**config.mk**
```make
export PLATFORM = sky130hd
export DESIGN_NAME = evpwm_channel
export DESIGN_NICKNAME = d
export VERILOG_FILES = /design/src/rtl/evpwm_pkg.sv /design/src/rtl/evpwm_prescaler.sv /design/src/rtl/evpwm_counter.sv /design/src/rtl/evpwm_action.sv /design/src/rtl/evpwm_channel.sv
export SDC_FILE = /design/constraint.sdc
export NUM_CORES = 1
export LEC_CHECK = 0
export BUFFER_PORTS_ARGS = -buffer_cell sky130_fd_sc_hd__buf_2
export CAP_MARGIN = 20
export CORE_MARGIN = 4
export CORE_UTILIZATION = 68
export CTS_CLUSTER_SIZE = 24
export DETAILED_ROUTE_END_ITERATION = 6
export PLACE_DENSITY = 0.86
export SYNTH_ARGS = -nofsm -noshare
export SYNTH_HDL_FRONTEND = slang
export SYNTH_SLANG_ARGS = --single-unit
```
**constraint.sdc**
```tcl
create_clock -name clk -period 6.8 [get_ports clk]
set_input_delay 0.68 -clock clk [delete_from_list [all_inputs] [get_ports clk]]
set_output_delay 0.68 -clock clk [all_outputs]
set_load 0.1 [all_outputs]
```
**src/rtl/evpwm_pkg.sv**
```systemverilog
package evpwm_pkg;

  typedef enum logic [1:0] {
    CM_UP     = 2'd0,
    CM_DOWN   = 2'd1,
    CM_UPDOWN = 2'd2
  } cnt_mode_e;

  localparam logic [1:0] ACT_KEEP = 2'd0;
  localparam logic [1:0] ACT_LOW  = 2'd1;
  localparam logic [1:0] ACT_HIGH = 2'd2;
  localparam logic [1:0] ACT_FLIP = 2'd3;

  localparam logic [2:0] ADDR_CTRL   = 3'd0;
  localparam logic [2:0] ADDR_ACTION = 3'd1;
  localparam logic [2:0] ADDR_DIV    = 3'd2;
  localparam logic [2:0] ADDR_PERIOD = 3'd3;
  localparam logic [2:0] ADDR_CMP    = 3'd4;

  typedef struct packed {
    logic [1:0] on_cmp_dn;
    logic [1:0] on_period;
    logic [1:0] on_cmp_up;
    logic [1:0] on_zero;
  } act_set_t;

  typedef struct packed {
    logic cmp_dn;
    logic period;
    logic cmp_up;
    logic zero;
  } ev_set_t;

  typedef struct packed {
    logic      mask_lvl;
    logic      mask_en;
    logic      invert;
    cnt_mode_e mode;
  } ctrl_t;

  // Choose the code of the highest-priority event that carries a non-keep code.
  function automatic logic [1:0] pick_action(ev_set_t ev, act_set_t a);
    logic [1:0] code;
    code = ACT_KEEP;
    if (ev.zero   && a.on_zero   != ACT_KEEP) code = a.on_zero;
    if (ev.cmp_up && a.on_cmp_up != ACT_KEEP) code = a.on_cmp_up;
    if (ev.cmp_dn && a.on_cmp_dn != ACT_KEEP) code = a.on_cmp_dn;
    if (ev.period && a.on_period != ACT_KEEP) code = a.on_period;
    return code;
  endfunction

  function automatic logic apply_action(logic cur, logic [1:0] code);
    case (code)
      ACT_LOW:  return 1'b0;
      ACT_HIGH: return 1'b1;
      ACT_FLIP: return ~cur;
      default:  return cur;
    endcase
  endfunction

endpackage

```
**src/rtl/evpwm_prescaler.sv**
```systemverilog
module evpwm_prescaler #(
  parameter int PSC_W = 12
) (
  input  logic             clk,
  input  logic             rst_n,
  input  logic             run,
  input  logic             clr,
  input  logic [PSC_W-1:0] div,
  output logic             tick
);

  logic [PSC_W-1:0] acc;

  assign tick = run && (acc >= div);

  always_ff @(posedge clk or negedge rst_n) begin
    if (!rst_n)       acc <= '0;
    else if (clr)     acc <= '0;
    else if (run) begin
      if (tick)       acc <= '0;
      else            acc <= acc + 1'b1;
    end
  end

  // after a tick the next tick needs div further cycles
  assert_tick_spacing_R3: assert property (@(posedge clk) disable iff (!rst_n)
    tick |=> (!tick || div == '0));

endmodule

```
**src/rtl/evpwm_counter.sv**
```systemverilog
module evpwm_counter
  import evpwm_pkg::*;
#(
  parameter int CNT_W = 16
) (
  input  logic             clk,
  input  logic             rst_n,
  input  logic             tick,
  input  logic             clr,
  input  cnt_mode_e        mode,
  input  logic [CNT_W-1:0] per_buf,
  input  logic [CNT_W-1:0] cmp_buf,
  output ev_set_t          ev_nxt,
  output ev_set_t          ev_q
);

  localparam logic [CNT_W-1:0] ONE = CNT_W'(1);

  logic [CNT_W-1:0] cnt, cnt_n;
  logic [CNT_W-1:0] per_act, per_n;
  logic [CNT_W-1:0] cmp_act, cmp_n;
  logic             dir_down, dir_n;
  logic             rise, moved, load;

  always_comb begin
    cnt_n = cnt;
    per_n = per_act;
    cmp_n = cmp_act;
    dir_n = (mode == CM_UPDOWN) ? dir_down : 1'b0;
    rise  = 1'b0;
    moved = 1'b0;
    load  = 1'b0;
    if (tick && !clr) begin
      if (per_act == '0) begin
        load = 1'b1;
      end else begin
        moved = 1'b1;
        case (mode)
          CM_DOWN: begin
            if (cnt == '0) begin
              cnt_n = per_buf;
              load  = 1'b1;
            end else begin
              cnt_n = cnt - ONE;
            end
          end
          CM_UPDOWN: begin
            if (dir_n || cnt >= per_act) begin
              cnt_n = cnt - ONE;
              dir_n = (cnt_n != '0);
              load  = (cnt_n == '0);
            end else begin
              cnt_n = cnt + ONE;
              rise  = 1'b1;
              dir_n = (cnt_n >= per_act);
            end
          end
          default: begin
            rise = 1'b1;
            if (cnt >= per_act) begin
              cnt_n = '0;
              load  = 1'b1;
            end else begin
              cnt_n = cnt + ONE;
            end
          end
        endcase
      end
    end
    if (load) begin
      per_n = per_buf;
      cmp_n = cmp_buf;
    end
    ev_nxt.zero   = moved && (cnt_n == '0);
    ev_nxt.period = moved && (cnt_n == per_n);
    ev_nxt.cmp_up = moved && rise && (cnt_n == cmp_n);
    ev_nxt.cmp_dn = moved && !rise && (cnt_n == cmp_n);
  end

  always_ff @(posedge clk or negedge rst_n) begin
    if (!rst_n) begin
      cnt      <= '0;
      per_act  <= '0;
      cmp_act  <= '0;
      dir_down <= 1'b0;
      ev_q     <= '0;
    end else if (clr) begin
      cnt      <= '0;
      dir_down <= 1'b0;
      ev_q     <= '0;
    end else begin
      cnt      <= cnt_n;
      per_act  <= per_n;
      cmp_act  <= cmp_n;
      dir_down <= dir_n;
      ev_q     <= ev_nxt;
    end
  end

  // clear leaves a zero count and no strobe
  assert_clear_zero_R11: assert property (@(posedge clk) disable iff (!rst_n)
    clr |=> (cnt == '0 && ev_q == '0));

  // a zero working period freezes the count and fires nothing
  assert_zero_period_hold_R10: assert property (@(posedge clk) disable iff (!rst_n)
    (tick && per_act == '0 && !clr) |=> (ev_q == '0 && $stable(cnt)));

  // strobes only appear right after a divider tick
  assert_strobe_follows_tick_R14: assert property (@(posedge clk) disable iff (!rst_n)
    (ev_q != '0) |-> $past(tick));

endmodule

```
**src/rtl/evpwm_action.sv**
```systemverilog
module evpwm_action
  import evpwm_pkg::*;
(
  input  logic     clk,
  input  logic     rst_n,
  input  ev_set_t  ev_in,
  input  act_set_t acts,
  output logic     level
);

  logic [1:0] code;

  assign code = pick_action(ev_in, acts);

  always_ff @(posedge clk or negedge rst_n) begin
    if (!rst_n) level <= 1'b0;
    else        level <= apply_action(level, code);
  end

  // a period event coded drive-high always wins
  assert_period_first_R8: assert property (@(posedge clk) disable iff (!rst_n)
    (ev_in.period && acts.on_period == ACT_HIGH) |=> level);

  // without an event the output holds
  assert_quiet_hold_R7: assert property (@(posedge clk) disable iff (!rst_n)
    (ev_in == '0) |=> $stable(level));

endmodule

```
**src/rtl/evpwm_channel.sv**
```systemverilog
module evpwm_channel
  import evpwm_pkg::*;
#(
  parameter int CNT_W  = 16,
  parameter int PSC_W  = 12,
  parameter int ADDR_W = 3
) (
  input  logic              clk,
  input  logic              rst_n,
  input  logic              wr_en,
  input  logic [ADDR_W-1:0] wr_addr,
  input  logic [CNT_W-1:0]  wr_data,
  input  logic              start,
  input  logic              stop,
  input  logic              cnt_clr,
  output logic              pwm_out,
  output logic              ev_zero,
  output logic              ev_cmp_up,
  output logic              ev_period,
  output logic              ev_cmp_down
);

  localparam int CTRL_W = $bits(ctrl_t);
  localparam int ACT_W  = $bits(act_set_t);

  ctrl_t            ctrl_q;
  act_set_t         acts_q;
  logic [PSC_W-1:0] div_q;
  logic [CNT_W-1:0] per_buf, cmp_buf;
  logic             running;
  logic             tick;
  logic             level;
  ev_set_t          ev_nxt, ev_q;

  always_ff @(posedge clk or negedge rst_n) begin
    if (!rst_n) begin
      ctrl_q  <= '0;
      acts_q  <= '0;
      div_q   <= '0;
      per_buf <= '0;
      cmp_buf <= '0;
    end else if (wr_en) begin
      case (wr_addr)
        ADDR_W'(ADDR_CTRL):   ctrl_q  <= ctrl_t'(wr_data[CTRL_W-1:0]);
        ADDR_W'(ADDR_ACTION): acts_q  <= act_set_t'(wr_data[ACT_W-1:0]);
        ADDR_W'(ADDR_DIV):    div_q   <= wr_data[PSC_W-1:0];
        ADDR_W'(ADDR_PERIOD): per_buf <= wr_data;
        ADDR_W'(ADDR_CMP):    cmp_buf <= wr_data;
        default: ;
      endcase
    end
  end

  always_ff @(posedge clk or negedge rst_n) begin
    if (!rst_n)     running <= 1'b0;
    else if (stop)  running <= 1'b0;
    else if (start) running <= 1'b1;
  end

  evpwm_prescaler #(.PSC_W(PSC_W)) u_div (
    .clk  (clk),
    .rst_n(rst_n),
    .run  (running),
    .clr  (cnt_clr),
    .div  (div_q),
    .tick (tick)
  );

  evpwm_counter #(.CNT_W(CNT_W)) u_cnt (
    .clk    (clk),
    .rst_n  (rst_n),
    .tick   (tick),
    .clr    (cnt_clr),
    .mode   (ctrl_q.mode),
    .per_buf(per_buf),
    .cmp_buf(cmp_buf),
    .ev_nxt (ev_nxt),
    .ev_q   (ev_q)
  );

  evpwm_action u_act (
    .clk  (clk),
    .rst_n(rst_n),
    .ev_in(ev_nxt),
    .acts (acts_q),
    .level(level)
  );

  assign ev_zero     = ev_q.zero;
  assign ev_cmp_up   = ev_q.cmp_up;
  assign ev_period   = ev_q.period;
  assign ev_cmp_down = ev_q.cmp_dn;
  assign pwm_out     = ctrl_q.mask_en ? ctrl_q.mask_lvl : (level ^ ctrl_q.invert);

  // a halted channel emits no strobe in the following cycle
  assert_idle_quiet_R12: assert property (@(posedge clk) disable iff (!rst_n)
    !running |=> (ev_q == '0));

  // a steady forced level keeps the pin steady
  assert_forced_steady_R13: assert property (@(posedge clk) disable iff (!rst_n)
    (ctrl_q.mask_en && $stable(ctrl_q.mask_en) && $stable(ctrl_q.mask_lvl)) |-> $stable(pwm_out));

endmodule

```
==> results.tsv <==
metric	value	unit
result of the run	complete, but fails checks	
violations in the final reports	DRC	
maximum clock rate	0.171	GHz
Inserted Clock Buffers	17	
HPWL reported at the end of detailed placement	17.6	mm
Yosys Warn Count	0	
CTS HTree Levels	4	
maximum number of buffers from clock root to sink	2	
unrepaired setup endpoints after global routing	no	
area fraction in and, or, nand and nor cells after synthesis	0.168	
crit path capture type	flop	
worst min-delay path class	primary input to asynchronous set/reset pin	
worst setup path class	flop to flop	
post-synthesis compound-gate area fraction	0.141	
number of placed instances, taps included	960	
core outline area	11500	µm²
worst-case headroom to the max-slew limit	0.306	
library cell occupying the most area in the post-synthesis netlist	dfrtp_1	
Mapped Avg Cell Area	9.74	µm²
average wire length per cell after detail routing	27.6	µm
root buffer selected by CTS	clkbuf_16	
dominant cell type by count on the critical path	nor3_1	
I/O pin count	30	
slowest CP cell	o32ai_2	
number of vias per cell	7.27	
main combinational cell family by area after synthesis	simple AND/OR/NAND/NOR gates	
fraction of layout cells with a size suffix above 1	0.181	
slowest cell delay on critical path	800	ps
Req. time, crit path	7110	ps
Initial Util	0.695	
net count of the finished layout	914	
drt initial violations	1055	
leakage component of the power	0.00415	µW
critical path data arrival time	6160	ps
overall global routing resource usage	0.406	
multiplexer area fraction after synthesis	0.110	
number of setup violations in the final report	0	
Die Wd	116	µm
startpoint type of the worst setup path	flop	
clock edge transition at the registers on the reported setup and hold paths	60	ps
largest cells by area after synthesis	dfrtp_1 (39%), mux2_2 (8.6%), ha_1 (7.9%)	
final count of hold timing violations	0	
die boundary height	116	µm
EDFF count, synth	0	
ys flop type	dfrtp_1	
FF+latch count, synth	124	
post-synthesis sequential area ratio	0.389	
Max-cap violations	0	
Yosys top cell area share	0.389	
worst supply voltage drop on vdd	364	µV
max-slew violations	0	
Post-CTS Repair Setup Buffers	0	
count of cells resized by post-cts repair	0	
Worst Clk Skew	9.41	ps
area share of fa/ha/maj cells after synthesis	0.0785	
weighted congestion reported at the end of routability-driven placement	1.06	
cells traversed along the worst timing path	ha_1 > and4_1 > nand4_1 > o32ai_2 > nor3_1 > o221a_2 > a21oi_4 > buf_4 > mux2_2 > xnor2_1 > or4_4 > nor3_1 > a21o_1 > o211ai_1 > a21boi_1	
Die Outline Area	13500	µm²
critical path fanouts, max	17	
count of input and output buffers	29	
number of distinct library cells after synthesis	83	
Worst-Skew Late Latency	430	ps
largest net degree at the start of global routing	71	
number of hold buffers added after CTS	0	
number of standard-cell rows in the floorplan	39	
Post-Syn Area	7970	µm²
Routed Antenna Nets	0	
GRT overflow	0	
clock net sink count	124	
via count of the first global-routing pass	7125	
number of standard cells in the final layout excluding fillers	994	
asr flop ratio synth	1.00	
vias	7228	
PD cells	265	nW/µm²
Final Routed Wirelength	27.4	mm
DRT Pass-1 Iters	7	
n_diodes	0	
drt drc	16	
number of standard cells after synthesis	818	
TritonCTS clock tree	done	
transition time at the pin with the least slew margin	1040	ps
signed area change from the synthesized netlist to the final layout	11.5	%
XOR/XNOR Fraction of Synth Area	0.0659	
final cycle utilization of the critical path	0.861	
fillcell total	667	
first-pass GRT wire length	40.7	mm
antenna violations before repair	1	
number of nets in the synthesized netlist	893	
post-layout minimum cycle time	5850	ps
Setup TNS Final	0	ps
[synth_stat cells (all sizes together), types with 5 or more instances]
cell       n
dfrtp    124
mux2      65
nand2     60
o21ai     58
inv       56
ha        50
nor2      48
clkbuf    32
xnor2     31
nand3     29
xor2      29
a21oi     21
nor3      18
and3      16
mux2i     14
nor4      14
nand2b    13
nor2b     10
o21a       8
a2111oi    7
and4       7
nand4      7
a211oi     6
a31oi      6
buf        6
nor4b      6
o211ai     6
o31ai      6
a21o       5
[layer usage]
metal / track usage / share of wire
met3: 0.0834 / 0.10
met1: 0.509 / 0.36
met2: 0.638 / 0.46
met5: 0 / 0.00026
met4: 0.268 / 0.080
[registers in the layout, summed over array words and instances (netlist names)]
register / cells
u_cnt.cmp_act: 16
u_act.level: 1
per_buf: 16
u_cnt.ev_q: 4
div_q: 12
ctrl_q: 5
u_cnt.dir_down: 1
u_div.acc: 12
acts_q: 8
cmp_buf: 16
u_cnt.cnt: 16
running: 1
u_cnt.per_act: 16
[where the power goes]
group	internal [µW]	switching [µW]	leakage, µW	total, µW
Combinational	158	290	0.00223	448
Sequential	820	69.9	0.00162	890
Clock	649	364	0.000306	1010
Total	1630	724	0.00415	2350
[logic make-up after synthesis]
kind of cell / after synthesis
AND/OR/NAND/NOR: 248
AO/OA/AOI/OAI: 162
adder cells (fa/ha/maj): 50
flip-flops: 124
multiplexers: 79
buffers and inverters: 95
XOR/XNOR: 60
[through the flow]
stage / power, µW / hold WS [ps] / utilization / instance area [µm²] / worst slack, ps
after floorplan: 1150 / 384 / - / 7970 / 2690
after global placement: 1280 / 485 / 0.717 / 8220 / 1380
after detailed placement: 1300 / 492 / 0.717 / 8220 / 1180
after CTS: 2320 / 342 / 0.773 / 8860 / 1080
after global routing: 2410 / 362 / 0.775 / 8880 / 760
final: 2350 / 321 / 0.775 / 8880 / 948
[layout by cell type (no fill, tap or decap), types with 29 or more instances in the layout]
cell type | synthesis | final
o21ai_0 | 58 | 57
nand3_1 | 29 | 29
mux2_2 | 61 | 61
nand2_1 | 60 | 60
inv_1 | 56 | 56
nor2_1 | 47 | 47
dfrtp_1 | 124 | 124
ha_1 | 50 | 50
xnor2_1 | 31 | 31
xor2_1 | 29 | 29
[path summary, 6_finish.rpt]
kind | slack (ps) | from | endpoint | depth (start not counted)
hold reg to reg | 510 | cmp_buf[0] | cmp_buf[0] | 1
hold / removal | 320 | rst_n | u_cnt.cnt[12] | 1
setup reg to reg | 950 | u_cnt.cnt[14] | u_act.level | 15
max in group asynchronous | 5080 | rst_n | per_buf[11] | 2
setup / recovery | 950 | u_cnt.cnt[14] | u_act.level | 15
min in group clk | 410 | stop | running | 2
[cell type report]
class                      instances  area, µm²  area share
multi-input combinational        599       4510       0.508
sequential                       124       3100       0.349
clock buffer                      17        425      0.0479
timing repair buffer              40        231      0.0261
clock inverter                    14        218      0.0245
inverter                          57        214      0.0241
tap                              143        179      0.0201
[worst max-delay path: cells and delay by family, from the launching register on]
kind            cells  cell delay (ps)
buf+inv             1              410
mux                 1              410
flops               1              510
compound gates      6             2240
xor+xnor            1              130
fa+ha+maj           1              360
simple gates        5             1650
No activity file was read; power rests on OpenSTA's default activity.
